==> config.mk <==
export PLATFORM = sky130hd
export DESIGN_NAME = prio_intc
export DESIGN_NICKNAME = d
export VERILOG_FILES = /design/src/rtl/intc_pkg.sv /design/src/rtl/intc_sync.sv /design/src/rtl/intc_resolver.sv /design/src/rtl/intc_cmd.sv /design/src/rtl/prio_intc.sv
export SDC_FILE = /design/constraint.sdc
export NUM_CORES = 1
export LEC_CHECK = 0
export ABC_AREA = 1
export BUFFER_PORTS_ARGS = -buffer_cell sky130_fd_sc_hd__buf_2
export CAP_MARGIN = 20
export CORE_MARGIN = 5
export CORE_UTILIZATION = 60
export DETAILED_ROUTE_END_ITERATION = 10
export GPL_ROUTABILITY_DRIVEN = 0
export PLACE_DENSITY = 0.81
export SLEW_MARGIN = 40
export SYNTH_ARGS = -nofsm -noshare
export SYNTH_HDL_FRONTEND = slang
export SYNTH_SLANG_ARGS = --single-unit
export TNS_END_PERCENT = 20
==> constraint.sdc <==
create_clock -name clk -period 4.05 [get_ports clk]
set_input_delay 0.405 -clock clk [delete_from_list [all_inputs] [get_ports clk]]
set_output_delay 0.405 -clock clk [all_outputs]
set_load 0.02 [all_outputs]
==> src/rtl/intc_pkg.sv <==
package intc_pkg;
  localparam int OP_W = 3;

  typedef enum logic [1:0] {
    WA_MASK = 2'd0,
    WA_BASE = 2'd1,
    WA_MODE = 2'd2,
    WA_CMD  = 2'd3
  } wr_sel_e;

  typedef enum logic [1:0] {
    RS_PEND = 2'd0,
    RS_MASK = 2'd1,
    RS_SERV = 2'd2,
    RS_BASE = 2'd3
  } rd_sel_e;

  typedef enum logic [OP_W-1:0] {
    OP_NONE    = 3'd0,
    OP_NS_EOI  = 3'd1,
    OP_SP_EOI  = 3'd2,
    OP_NS_ROT  = 3'd3,
    OP_SET_BOT = 3'd4,
    OP_SP_ROT  = 3'd5
  } cmd_op_e;
endpackage

==> src/rtl/intc_sync.sv <==
module intc_sync #(
  parameter int W      = 8,
  parameter int STAGES = 2
) (
  input  logic         clk,
  input  logic         rst,
  input  logic [W-1:0] d,
  output logic [W-1:0] q
);
  logic [W-1:0] chain [STAGES];

  always_ff @(posedge clk) begin
    if (rst) chain[0] <= '0;
    else     chain[0] <= d;
  end

  for (genvar s = 1; s < STAGES; s++) begin : g_stage
    always_ff @(posedge clk) begin
      if (rst) chain[s] <= '0;
      else     chain[s] <= chain[s-1];
    end
  end

  assign q = chain[STAGES-1];
endmodule

==> src/rtl/intc_resolver.sv <==
module intc_resolver #(
  parameter int N  = 8,
  parameter int LW = 3
) (
  input  logic [N-1:0]  vec,
  input  logic [LW-1:0] bot,
  output logic          hit,
  output logic [LW-1:0] lvl,
  output logic [LW-1:0] rank
);
  logic [LW-1:0] idx;

  // Scan from the least urgent slot down so the most urgent set bit wins.
  always_comb begin
    hit  = 1'b0;
    lvl  = '0;
    rank = '0;
    idx  = '0;
    for (int k = N - 1; k >= 0; k--) begin
      idx = bot + LW'(k) + LW'(1);
      if (vec[idx]) begin
        hit  = 1'b1;
        lvl  = idx;
        rank = LW'(k);
      end
    end
  end
endmodule

==> src/rtl/intc_cmd.sv <==
module intc_cmd
  import intc_pkg::*;
#(
  parameter int N  = 8,
  parameter int LW = 3
) (
  input  logic          cmd_we,
  input  logic [OP_W-1:0] op_raw,
  input  logic [LW-1:0] op_lvl,
  input  logic          isr_hit,
  input  logic [LW-1:0] isr_lvl,
  output logic [N-1:0]  eoi_clr,
  output logic          rot_en,
  output logic [LW-1:0] rot_lvl
);
  cmd_op_e op;
  assign op = cmd_op_e'(op_raw);

  always_comb begin
    eoi_clr = '0;
    rot_en  = 1'b0;
    rot_lvl = op_lvl;
    if (cmd_we) begin
      case (op)
        OP_NS_EOI: begin
          if (isr_hit) eoi_clr = N'(1) << isr_lvl;
        end
        OP_NS_ROT: begin
          if (isr_hit) eoi_clr = N'(1) << isr_lvl;
          rot_en  = isr_hit;
          rot_lvl = isr_lvl;
        end
        OP_SP_EOI: eoi_clr = N'(1) << op_lvl;
        OP_SP_ROT: begin
          eoi_clr = N'(1) << op_lvl;
          rot_en  = 1'b1;
        end
        OP_SET_BOT: rot_en = 1'b1;
        default: ;
      endcase
    end
  end
endmodule

==> src/rtl/prio_intc.sv <==
module prio_intc
  import intc_pkg::*;
#(
  parameter int NUM_LVL     = 8,
  parameter int DATA_W      = 8,
  parameter int SYNC_STAGES = 2
) (
  input  logic               clk,
  input  logic               rst,
  input  logic [NUM_LVL-1:0] irq_in,
  input  logic               wr_en,
  input  logic [1:0]         wr_addr,
  input  logic [DATA_W-1:0]  wr_data,
  input  logic [1:0]         rd_sel,
  output logic [DATA_W-1:0]  status_out,
  input  logic               ack_in,
  output logic               int_out,
  output logic [DATA_W-1:0]  vec_out,
  output logic               vec_valid
);
  localparam int LVL_W  = $clog2(NUM_LVL);
  localparam int BASE_W = DATA_W - LVL_W;

  logic [NUM_LVL-1:0] req_s, irr_q, imr_q, isr_q;
  logic [LVL_W-1:0]   bot_q, lvl_q;
  logic [BASE_W-1:0]  base_q;
  logic               aeoi_q, arot_q, phase_q, served_q, int_q, vec_vld_q;
  logic [DATA_W-1:0]  vec_q, stat_q;

  intc_sync #(.W(NUM_LVL), .STAGES(SYNC_STAGES)) u_sync (
    .clk(clk), .rst(rst), .d(irq_in), .q(req_s)
  );

  // Ranking of eligible requests and of in-service levels on the same ring.
  logic               req_hit, isr_hit;
  logic [LVL_W-1:0]   req_lvl, req_rank, isr_lvl, isr_rank;

  intc_resolver #(.N(NUM_LVL), .LW(LVL_W)) u_req_res (
    .vec(irr_q & ~imr_q), .bot(bot_q),
    .hit(req_hit), .lvl(req_lvl), .rank(req_rank)
  );

  intc_resolver #(.N(NUM_LVL), .LW(LVL_W)) u_isr_res (
    .vec(isr_q), .bot(bot_q),
    .hit(isr_hit), .lvl(isr_lvl), .rank(isr_rank)
  );

  logic int_c;
  assign int_c = req_hit && (!isr_hit || (req_rank < isr_rank));

  // Command decode.
  logic               cmd_we, rot_en;
  logic [NUM_LVL-1:0] eoi_clr;
  logic [LVL_W-1:0]   rot_lvl;
  assign cmd_we = wr_en && (wr_sel_e'(wr_addr) == WA_CMD);

  intc_cmd #(.N(NUM_LVL), .LW(LVL_W)) u_cmd (
    .cmd_we(cmd_we), .op_raw(wr_data[DATA_W-1 -: OP_W]),
    .op_lvl(wr_data[LVL_W-1:0]),
    .isr_hit(isr_hit), .isr_lvl(isr_lvl),
    .eoi_clr(eoi_clr), .rot_en(rot_en), .rot_lvl(rot_lvl)
  );

  // Acknowledge handshake.
  logic               ack1, ack2, auto_rot;
  logic [NUM_LVL-1:0] ack_set, auto_clr;
  assign ack1     = ack_in && !phase_q;
  assign ack2     = ack_in && phase_q;
  assign ack_set  = (ack1 && int_c) ? (NUM_LVL'(1) << req_lvl) : '0;
  assign auto_clr = (ack2 && aeoi_q && served_q) ? (NUM_LVL'(1) << lvl_q) : '0;
  assign auto_rot = ack2 && aeoi_q && arot_q && served_q;

  always_ff @(posedge clk) begin
    if (rst) begin
      irr_q     <= '0;
      imr_q     <= '0;
      isr_q     <= '0;
      bot_q     <= '1;
      base_q    <= '0;
      aeoi_q    <= 1'b0;
      arot_q    <= 1'b0;
      phase_q   <= 1'b0;
      lvl_q     <= '0;
      served_q  <= 1'b0;
      vec_q     <= '0;
      vec_vld_q <= 1'b0;
      int_q     <= 1'b0;
      stat_q    <= '0;
    end else begin
      irr_q <= req_s & ~ack_set;
      isr_q <= (isr_q | ack_set) & ~(eoi_clr | auto_clr);

      if (wr_en) begin
        case (wr_sel_e'(wr_addr))
          WA_MASK: imr_q  <= wr_data[NUM_LVL-1:0];
          WA_BASE: base_q <= wr_data[DATA_W-1:LVL_W];
          WA_MODE: begin
            aeoi_q <= wr_data[0];
            arot_q <= wr_data[1];
          end
          default: ;
        endcase
      end

      if (rot_en)        bot_q <= rot_lvl;
      else if (auto_rot) bot_q <= lvl_q;

      vec_q     <= '0;
      vec_vld_q <= 1'b0;
      if (ack1) begin
        phase_q  <= 1'b1;
        lvl_q    <= int_c ? req_lvl : '1;
        served_q <= int_c;
      end else if (ack2) begin
        phase_q   <= 1'b0;
        vec_q     <= {base_q, lvl_q};
        vec_vld_q <= 1'b1;
      end

      int_q <= int_c;

      case (rd_sel_e'(rd_sel))
        RS_PEND: stat_q <= DATA_W'(irr_q);
        RS_MASK: stat_q <= DATA_W'(imr_q);
        RS_SERV: stat_q <= DATA_W'(isr_q);
        default: stat_q <= {base_q, {LVL_W{1'b0}}};
      endcase
    end
  end

  assign status_out = stat_q;
  assign int_out    = int_q;
  assign vec_out    = vec_q;
  assign vec_valid  = vec_vld_q;

  AST_VEC_ON_SECOND: assert property (@(posedge clk) disable iff (rst)
    vec_vld_q |-> $past(ack_in && phase_q));
  AST_NO_DATA_FIRST: assert property (@(posedge clk) disable iff (rst)
    (ack_in && !phase_q) |=> !vec_vld_q);
  AST_SERVE_FIRST: assert property (@(posedge clk) disable iff (rst)
    (ack_in && !phase_q && int_c && !wr_en) |=> isr_q[$past(req_lvl)] && !irr_q[$past(req_lvl)]);
  AST_MASK_HONOURED: assert property (@(posedge clk) disable iff (rst)
    req_hit |-> !imr_q[req_lvl]);
  AST_SPEC_EOI: assert property (@(posedge clk) disable iff (rst)
    (cmd_we && wr_data[DATA_W-1 -: OP_W] == OP_SP_EOI && !ack_in)
      |=> !isr_q[$past(wr_data[LVL_W-1:0])]);
  AST_AUTO_EOI: assert property (@(posedge clk) disable iff (rst)
    (ack_in && phase_q && aeoi_q && served_q && !wr_en) |=> !isr_q[$past(lvl_q)]);
  AST_SET_BOTTOM: assert property (@(posedge clk) disable iff (rst)
    (cmd_we && wr_data[DATA_W-1 -: OP_W] == OP_SET_BOT)
      |=> bot_q == $past(wr_data[LVL_W-1:0]));
endmodule

Yosys cells after proc, flatten, opt, wreduce, memory -nomap -nowiden
Memory sizes are Yosys's and may differ from the RTL's.
Index checks and enable logic that the tools add are counted.

operators by class
  muxes and demuxes = 101
  shifts and indexed selects = 4
  $lt $le $gt $ge = 9
  reduce and logical (&&, ||, !) cells = 24
  add/sub/neg operators = 14
  bitwise gates (word level) = 11
  equal/unequal tests = 10

operators with widths
  operator               number
  $mux W3                37
  $bmux W1 S3            16
  $mux W8                6
  $mux W1                39
  $lt A3 B4 Y1 const B   8
  $shl A1 B3 Y8 const A  4
  $add A3 B1 Y3 const B  8
  $and A8 B8 Y8          3
  $not A8 Y8             3
  $pmux W8 S3            1
  $or A8 B8 Y8           2
  $pmux W8 S2            1
  $add A3 B3 Y3 const B  4
  $logic_and A1 B1 Y1    9
  $reduce_or A2 Y1       4
  $add A3 B2 Y3 const B  2
  $eq A2 B2 Y1 const B   3
  $eq A3 B2 Y1 const B   2
  $eq A3 B3 Y1 const B   2
  $reduce_and A2 Y1      3
  $eq A2 B1 Y1 const B   2
  $logic_not A2 Y1       2
  $reduce_bool A2 Y1     2
  $eq A3 B1 Y1 const B   1
  other kinds (7)        9

storage, ports and cells
  output and inout port bits = 18
  RAM bits = 16
  input bits = 24
  memories kept = 1
  word-level logic and storage cells = 188
  register bits after elaboration = 57

memory list
  memory        depth  width  read ports  clocked after Yosys merged registers in  wr ports  line             text
  u_sync.chain  2      8      2           0                                        2         intc_sync.sv:10  logic [W-1:0] chain [STAGES];

Depth between registers and ports, before layout
Gate-level depths: netlist of the first run.

  depth after elaboration = 19
  gate-level depth with buffers = 25
  gate-level depth less buffers = 23

Hierarchy
A second synthesis of the first run with hierarchy kept.

unflattened totals
  cell total of the unflattened synthesis = 772
  area, all modules = 5003.5 um^2

by module, submodules not included
  module         cells each  area an instance (um^2)  sequential area each (um^2)  instances
  prio_intc      324         2391.0                   1141.1                       1
  intc_resolver  166         923.4                    0.0                          2
  intc_sync      50          474.2                    320.3                        1
  intc_cmd       66          291.5                    0.0                          1

Worst setup path before layout of the first run
Ideal clock, no wire load.

  path kind = reg2reg
  start = reg bot_q[0]
  end = reg irr_q[3]
  data required time = 3922 ps
  arrival time = 2984 ps
  buffers on the path = 3
  stages on the path, launching flop included = 21
  path slack = 938 ps
  clock period less this slack = 3112 ps
  library setup time = 128 ps
  cells stage by stage = dfxtp_1 -> inv_2 -> buf_6 -> ha_1 -> inv_1 -> buf_2 -> nand3_1 -> nand2_1 -> nor2_1 -> nor2_1 -> nand2_1 -> nor2_1 -> o21ai_0 -> ha_1 -> a21oi_1 -> nand2_1 -> nand2_2 -> nand3_2 -> buf_6 -> o21ai_1 -> nor2_1

on the way
  word-level cells in the longest chain between the ends = 19
  elaborated cells between the ends (all ways) = 95
  those cells by class = add/sub: 14; order compare: 1; shift: 1; mux: 73; bitwise: 2; reduce/logical: 4

ends and longest elaborated chain
  element                                                  line                 text
  from (decl)                                              prio_intc.sv:25      logic [LVL_W-1:0] bot_q, lvl_q;
  from (signal assigned)                                   prio_intc.sv:105     if (rot_en) bot_q <= rot_lvl;
  from (signal assigned)                                   prio_intc.sv:106     else if (auto_rot) bot_q <= lvl_q;
  $add A3 B3 Y3                                            intc_resolver.sv:20  idx = bot + LW'(k) + LW'(1);
  $add A3 B1 Y3                                            intc_resolver.sv:20
  $bmux W1 S3                                              intc_resolver.sv:21  if (vec[idx]) begin
  $mux W1 (not written as such)                            intc_resolver.sv:21
  $mux W3 / $mux W1 (equally long branches) (8 in a row)   intc_resolver.sv:21
  $lt A3 B3 Y1 / $logic_not A1 Y1 (equally long branches)  prio_intc.sv:49      assign int_c = req_hit && (!isr_hit || (req_rank < isr_rank));
  $logic_or A1 B1 Y1                                       prio_intc.sv:49
  $logic_and A1 B1 Y1                                      prio_intc.sv:49
  $logic_and A1 B1 Y1                                      prio_intc.sv:69      assign ack_set = (ack1 && int_c) ? (NUM_LVL'(1) << req_lvl) : '0;
  $mux W8 (*)                                              prio_intc.sv:69
  $not A8 Y8 (*)                                           prio_intc.sv:90      irr_q <= req_s & ~ack_set;
  $and A8 B8 Y8 (*)                                        prio_intc.sv:90
  to (signal assigned)                                     prio_intc.sv:90
  to (decl)                                                prio_intc.sv:24      logic [NUM_LVL-1:0] req_s, irr_q, imr_q, isr_q;

Mark *: on every way between the ends. The rest lies on a longest branch, timed or not. The select of a mux whose other input is x is not followed.
A chain may end at the register's enable or synchronous reset.

Final worst setup path of the first run
  start = reg bot_q[0]
  end = reg isr_q[1]

on the way
  word-level cells in the longest chain between the ends = 19
  elaborated cells between the ends (all ways) = 109
  those cells by class = add/sub: 14; order compare: 1; shift: 2; mux: 84; bitwise: 4; reduce/logical: 4

ends and longest elaborated chain
  element                                                    line                                             text
  $add A3 B3 Y3                                              intc_resolver.sv:20
  $add A3 B1 Y3                                              intc_resolver.sv:20
  $bmux W1 S3                                                intc_resolver.sv:21
  $mux W1 (not written as such)                              intc_resolver.sv:21
  $mux W3 / $mux W1 (equally long branches) (8 in a row)     intc_resolver.sv:21
  $lt A3 B3 Y1 (tied with other cells)                       prio_intc.sv:49
  $logic_or A1 B1 Y1 / $mux W8 (equally long branches)       prio_intc.sv:49, intc_cmd.sv:26, intc_cmd.sv:29
  $logic_and A1 B1 Y1 / $pmux W8 S2 (equally long branches)  prio_intc.sv:49, intc_cmd.sv:24
  $logic_and A1 B1 Y1 / $mux W8 (equally long branches)      prio_intc.sv:69, intc_cmd.sv:23
  $mux W8 / $or A8 B8 Y8 (equally long branches)             prio_intc.sv:69, prio_intc.sv:91
  $or A8 B8 Y8 / $not A8 Y8 (equally long branches)          prio_intc.sv:91                                  isr_q <= (isr_q | ack_set) & ~(eoi_clr | auto_clr);
  $and A8 B8 Y8 (*)                                          prio_intc.sv:91
  to (signal assigned)                                       prio_intc.sv:91
  to (decl)                                                  prio_intc.sv:24

Marked as above.

==> summary.md, run 1 <==
| Metric | Value |
|---|---|
| Outcome | completed |
| Slew @ Worst Pin | 659 ps |
| Worst skew pair latency | 350 ps |
| Largest cells by area after synthesis | dfxtp_1 34%, nand2_1 15%, nand3_1 9.7% |
| Die ar. | 8940 µm² |
| DRT iter0 DRCs | 459 |
| Crit path cell chain | inv_2 -> ha_1 -> xor2_2 -> inv_2 -> nor2_1 -> nor3_1 -> nor2_2 -> inv_2 -> nor2_1 -> inv_1 -> nor3_1 -> ha_1 -> a21oi_1 -> nand2_1 -> nand2_2 -> nand3_4 -> nor2_1 -> nor2_1 -> nor2_1 |
| Seq/Total Area, Yosys | 34.1% |
| Clock skew | about 11 ps |
| Final Cell Area | 4770 µm² |
| First-pass GRT wire length | 18.7 mm |
| Maximum VDD drop | 0.263 mV |
| Routed vias | 4615 |
| Mapped cell area | between 4000 and 5000 µm² |
| DRT Pass-1 Iters | 6 |
| Die span in x | 94.6 µm |
| #FFs+latches synth | 73 |
| Final hold violations | 0 |
| Total CTS buffers | 9 |
| Crit path depth | 19 |
| Max-slew violations | 0 |
| Reg-to-Reg Start | bot_q[0] |
| Final min period | approximately 3600 ps |
| Total power density per cell area | 403 nW/µm² |
| Area growth, synth to finish | 11.1% |
| Fmax | roughly 280 MHz |
| Row cnt | 30 |
| Relative slew slack | approximately 56% |
| Crit-path slowest cell | dfxtp_1 |
| Yosys top cell by area | dfxtp_1 |
| Fillers | 612 |
| Clock net sink count | 73 |
| Clk buf depth | 2 |
| CP Data Required Time | 4340 ps |
| Largest stage delay on the critical path | 460 ps |
| Vias in the first global route | slightly above 4000 |
| Register-to-Register Path Depth | 19 |
| Hold Path Class | in -> reg |
| DP Area | 4580 µm² |
| Period utilization | 88.7% |
| Global route total overflow | 0 |
| Post-synth EDFFs | 0 |
| Number of antenna cells inserted | 0 |
| Num ports | 42 |
| Post-DRT Antenna Nets | 0 |
| Layout cells sized above 1 | around an eighth |
| Unique masters post-synth | 31 |
| Core area | slightly below 7000 µm² |
| Avg Inst Size Synth | 6.21 µm² |
| RR Endpoint | isr_q[1] |
| Reg area | 1460 µm² |
| Die height | 94.6 µm |
| Detailed Place HPWL | 8.82 mm |
| Crit path to | isr_q[1] |
| Setup TNS | 0 ps |
| RSZ-0062 raised after global routing | no |
| Synth async-reset ratio | 0% |
| H-tree depth | 3 |
| Maximum number of pins on one net before global-route repair | 35 |
| CP arrival | 3880 ps |
| Multi-input gate area | 2360 µm² |
| Gr usage total | 26.6% |
| Vias per cell | 5.53 |
| Nets | approximately 760 |
| Root Driver | clkbuf_8 |
| Initial antenna violation count | 0 |
| DR WL/cell | 13.6 µm |
| CP bufs+invs | 4 |
| Hold WS | approximately 250 ps |
| Critical path origin | bot_q[0] |
| Crit path top cell by count | nor2_1 |
| Drt drc | 0 |
| Initial core utilization | 62.4% |
| CP Launch Type | flip-flop |
| Crit path kind | reg -> reg |
| Delay-heaviest family, CP | simple AND/OR/NAND/NOR gates |
| Crit-path max FO | 13 |
| CTS tree | yes |
| Worst setup EP type | flip-flop |
| Final setup violation count | 0 |
| Final WL | 11.4 mm |
| Top-area cell type share of the netlist area | 34.1% |
| Net Count, Synth | 720 |
| Most used DFF post-synth | dfxtp_1 |
| Leak | roughly 2.4 nW |
| Reg-to-reg setup timing slack | 460 ps |
| Clk slew on worst S/H paths | 80 ps |
| Yosys warns | 0 |
| Post-layout util | between 60% and 70% |
| Cells after synthesis | 691 |
| Max Cap Viol | 0 |
| Port Buf Inserts | 41 |
==> state kept, by name, indices dropped and copies added, names as in the netlist <==
register and cells:
u_sync.chain 16, imr_q 8, irr_q 8, isr_q 8, status_out 8, vec_out 8
base_q 5, bot_q 3, lvl_q 3, aeoi_q 1, arot_q 1, int_out 1
phase_q 1, served_q 1, vec_valid 1
==> worst reg2reg max path: cells and delay by family, from the launching register on <==
family	cells	cell delay, ps
buffers and inverters	4	340
AOI/OAI and AO/OA	1	170
xor gates and xnor gates	1	380
DFF	1	460
and+or+nand+nor	11	1440
adders and majority gates	2	740
==> placed cells by master (no fill, tap or decap), types with 2 or more instances in the layout <==
cell type | synthesis | final
nand2_1 | 174 | 174
nor2_1 | 92 | 92
inv_1 | 88 | 87
nand3_1 | 83 | 83
dfxtp_1 | 73 | 73
buf_2 | 3 | 41
o21ai_0 | 40 | 40
a21oi_1 | 36 | 36
inv_2 | 17 | 18
o21ai_1 | 12 | 12
clkbuf_8 | 0 | 10
o211ai_1 | 8 | 8
nand4_1 | 8 | 8
a41oi_1 | 8 | 8
nor3_1 | 8 | 6
buf_4 | 3 | 6
nor2_4 | 5 | 5
ha_1 | 5 | 5
nand2_2 | 3 | 3
xnor2_1 | 2 | 2
xor2_2 | 2 | 2
a31oi_1 | 2 | 2
nor3_2 | 0 | 2
clkinv_4 | 0 | 2
==> power by group <==
| group | switching [mW] | internal (mW) |
|---|---|---|
| Clock | 0.273 | 0.242 |
| Combinational | 0.424 | 0.187 |
| Sequential | 0.0345 | 0.760 |
| Total | 0.731 | 1.19 |
==> layer usage <==
metal	wire length [µm]	global-route usage, %	vias up
met5	0	0	-
met2	4920	40.8	246
li1	-	-	2311
met3	1250	7.25	36
met1	4810	34.7	2022
met4	399	12.6	0
==> stage by stage <==
step	power [mW]	worst slack, ps	std cells
after CTS	1.91	390	834
after floorplan	1.25	938	691
after detailed placement	1.40	411	818
after global routing	2.04	135	834
after global placement	1.39	554	818
final	1.92	458	834
==> what timing repair did <==
| action | 4_1_cts | 5_1_grt |
|---|---|---|
| setup endpoints to repair | 0 | 2 |
| resized for setup | 0 | 1 |
| setup buffers | 0 | 0 |
| hold buffers | 0 | 0 |
| endpoints found under the hold margin | 0 | 0 |
==> kinds of logic (layout without fill, tap and decap cells) <==
family	after synthesis	in the layout	share of synthesized area (%)
AND/OR/NAND/NOR	377	377	37.6
XOR/XNOR	5	5	1.37
AO/OA/AOI/OAI	109	109	14.1
adder cells (fa/ha/maj)	5	5	1.46
flip-flops	73	73	34.1
buffers and inverters	122	169	11.4
==> cell usage after synthesis, types with 5 or more instances <==
| master | instances |
|---|---|
| a41oi_1 | 8 |
| nand4_1 | 8 |
| inv_1 | 88 |
| nor2_4 | 5 |
| nand2_1 | 174 |
| nor3_1 | 8 |
| nand3_1 | 83 |
| o21ai_0 | 40 |
| nor2_1 | 92 |
| a21oi_1 | 36 |
| o211ai_1 | 8 |
| clkbuf_1 | 8 |
| ha_1 | 5 |
| dfxtp_1 | 73 |
| o21ai_1 | 12 |
| inv_2 | 17 |
==> layout make-up <==
class | count | area share (%)
Clock buffer | 11 | 2.97
Clock inverter | 5 | 0.814
Inverter | 106 | 8.35
Multi-Input combinational cell | 496 | 49.4
Sequential cell | 73 | 30.7
Tap cell | 96 | 2.52
Timing Repair Buffer | 47 | 5.25
==> worst min path at each step <==
stage	from	end	slack, ps	depth (start not counted)
4_1_cts	irq_in[5]	u_sync.chain[0][5]	250	3
2_1_floorplan	u_sync.chain[0][0]	u_sync.chain[1][0]	390	2
3_3_place_gp	u_sync.chain[0][6]	u_sync.chain[1][6]	390	2
3_5_place_dp	u_sync.chain[0][7]	u_sync.chain[1][7]	390	2
5_1_grt	irq_in[6]	u_sync.chain[0][6]	250	3
6_report	irq_in[6]	u_sync.chain[0][6]	250	3
No activity file was read; power rests on OpenSTA's default activity.
==> run 2, diff against run 1 <==
--- a/config.mk
+++ b/config.mk
@@ -12,2 +12,3 @@
 export CORE_UTILIZATION = 60
+export CTS_BUF_LIST = sky130_fd_sc_hd__clkbuf_16
 export DETAILED_ROUTE_END_ITERATION = 10
==> constraint.sdc (replaced) <==
create_clock -name clk -period 4.05 [get_ports clk]
set_input_delay 0.81 -clock clk [delete_from_list [all_inputs] [get_ports clk]]
set_output_delay 0.81 -clock clk [all_outputs]
set_load 0.02 [all_outputs]
==> summary.md, run 2 (same netlist as run 1, synthesis figures left out) <==
| Metric | Value |
|---|---|
| Outcome | completed |
| Number of antenna cells inserted | 0 (unchanged) |
| Leak | 2.47 nW (+2.1%) |
| Crit-path slowest cell | ha_1 |
| Clk buf depth | 2 (unchanged) |
| Die span in x | 94.6 µm (unchanged) |
| Row cnt | 30 (unchanged) |
| Crit path top cell by count | nor2_1 |
| Global route total overflow | 0 (unchanged) |
| RR Endpoint | isr_q[4] |
| Vias in the first global route | 4145 (+1.4%) |
| Final hold violations | 0 (unchanged) |
| CP Data Required Time | 4330 ps (about the same) |
| Vias per cell | 5.57 (+0.75%) |
| Most frequent cells in the layout | 174 x nand2_1, 92 x nor2_1, 88 x inv_1 |
| Largest stage delay on the critical path | 440 ps (-20 ps) |
| Crit-path max FO | 13 (unchanged) |
| First-pass GRT wire length | 19.3 mm (+3.6%) |
| Area growth, synth to finish | 13.4% |
| Layout cells sized above 1 | 12.9% (-0.15 points) |
| Port Buf Inserts | 41 (unchanged) |
| Largest register FFs | 16 (unchanged) |
| CP Launch Type | flip-flop |
| Crit path cell chain | inv_2 -> ha_1 -> xor2_4 -> inv_2 -> nor2_1 -> nor3_1 -> nor2_2 -> inv_2 -> nor2_1 -> inv_1 -> nor3_1 -> ha_1 -> a21oi_1 -> nand2_1 -> nand2_2 -> nand3_2 -> nor2_1 -> nor2_1 -> nor2_1 |
| DRT iter0 DRCs | 517 (+13%) |
| Nets | 763 (+0.13%) |
| Die ar. | 8940 µm² (unchanged) |
| Total power draw | 2.13 mW (+11%) |
| Routed vias | 4655 (+0.87%) |
| Relative slew slack | 59.2% (+3.4 points) |
| Maximum number of pins on one net before global-route repair | 35 (unchanged) |
| Reg-to-reg setup timing slack | 390 ps (-70 ps) |
| Drt drc | 0 (unchanged) |
| Clock skew | 9.58 ps (-1.75 ps) |
| Biggest register | u_sync.chain |
| Hold path depth | 2 (-1) |
| Initial antenna violation count | 0 (unchanged) |
| Final min period | 3660 ps (+68.4 ps) |
| Crit path kind | reg -> reg |
| Critical path origin | bot_q[0] |
| Gr usage total | 27.5% (+0.83 points) |
| Max-slew violations | 0 (unchanged) |
| Root Driver | clkbuf_16 |
| Hold WS | 402 ps (+156 ps) |
| Crit path to | isr_q[4] |
| Setup TNS | 0 ps (unchanged) |
| RSZ-0062 raised after global routing | no |
| DRT Pass-1 Iters | 6 (unchanged) |
| CTS tree | yes |
| Commonest non-fill, non-tap cell in the layout | nand2_1 |
| Final setup violation count | 0 (unchanged) |
| Maximum VDD drop | 0.341 mV (+30%) |
| DR WL/cell | 14.2 µm (+3.9%) |
| Core area | 6870 µm² (unchanged) |
| CP arrival | 3940 ps (+60 ps) |
| Clk slew on worst S/H paths | 60 ps (-20 ps) |
| Num ports | 42 (unchanged) |
| Max Cap Viol | 0 (unchanged) |
| H-tree depth | 3 (unchanged) |
| Total power density per cell area | 437 nW/µm² (+8.5%) |
| Postcts setup bufs | 0 (unchanged) |
| Final WL | 11.8 mm (+4.0%) |
| Detailed Place HPWL | 8.97 mm (+1.7%) |
| Die height | 94.6 µm (unchanged) |
| Register-to-Register Path Depth | 19 (unchanged) |
| Worst setup EP type | flip-flop |
| Hold Path Class | reg -> reg |
| Period utilization | 90.4% (+1.7 points) |
| Reg-to-Reg Start | bot_q[0] |
| Post-DRT Antenna Nets | 0 (unchanged) |
| Clock net sink count | 73 (unchanged) |
| Initial core utilization | 62.4% (unchanged) |
| Worst skew pair latency | 340 ps (about the same) |
| Slew @ Worst Pin | 607 ps (-51.2 ps) |
| Total CTS buffers | 9 (unchanged) |
| Fmax | 273 MHz (-1.9%) |
-- run 2: critical path, delay by kind of cell, from the launching register on --
family / cells / cell delay [ps]
and+or+nand+nor: 11 / 1610
DFF: 1 / 430
xor gates and xnor gates: 1 / 240
AOI/OAI and AO/OA: 1 / 170
buffers and inverters: 4 / 380
adders and majority gates: 2 / 760
-- run 2: worst min-delay path by stage --
stage,start,to
global placement,u_sync.chain[0][6],u_sync.chain[1][6]
global route,u_sync.chain[0][1],u_sync.chain[1][1]
floorplan,u_sync.chain[0][0],u_sync.chain[1][0]
detailed placement,u_sync.chain[0][1],u_sync.chain[1][1]
CTS,u_sync.chain[0][1],u_sync.chain[1][1]
finish,u_sync.chain[0][1],u_sync.chain[1][1]
-- run 2: layout make-up --
class | instances | area (µm²)
Clock buffer | 9 | 225
Clock inverter | 7 | 46.3
Fill cell | 602 | 2000
Inverter | 106 | 398
Multi-Input combinational cell | 496 | 2360
Sequential cell | 73 | 1460
Tap cell | 96 | 120
Timing Repair Buffer | 48 | 258
-- run 2: metrics by stage --
stage / worst slack (ps) / util (%) / instances / instance area (µm²)
after floorplan: 938 / - / 691 / 4290
final: 390 / 70.8 / 835 / 4860
after global routing: 55.6 / 70.8 / 835 / 4860
after detailed placement: 387 / 66.7 / 819 / 4580
after CTS: 349 / 70.7 / 835 / 4850
after global placement: 550 / 66.6 / 819 / 4580
-- run 2: layer usage --
metal | vias up | share of wire, % | global-route usage [%]
met5 | - | 0 | 0
met1 | 2059 | 41 | 35.7
met2 | 246 | 46 | 45.2
li1 | 2311 | - | -
met3 | 39 | 10 | 5.10
met4 | 0 | 2.8 | 10.7
-- run 2: power by group --
part,internal (mW),switching (mW)
logic,0.185,0.426
clock network,0.413,0.306
registers,0.761,0.0343
total,1.36,0.767
-- run 2: timing repair --
action                                  4_1_cts  5_1_grt
gates resized for setup                       0        1
endpoints found under the setup margin        0        1
hold buffers                                  0        0
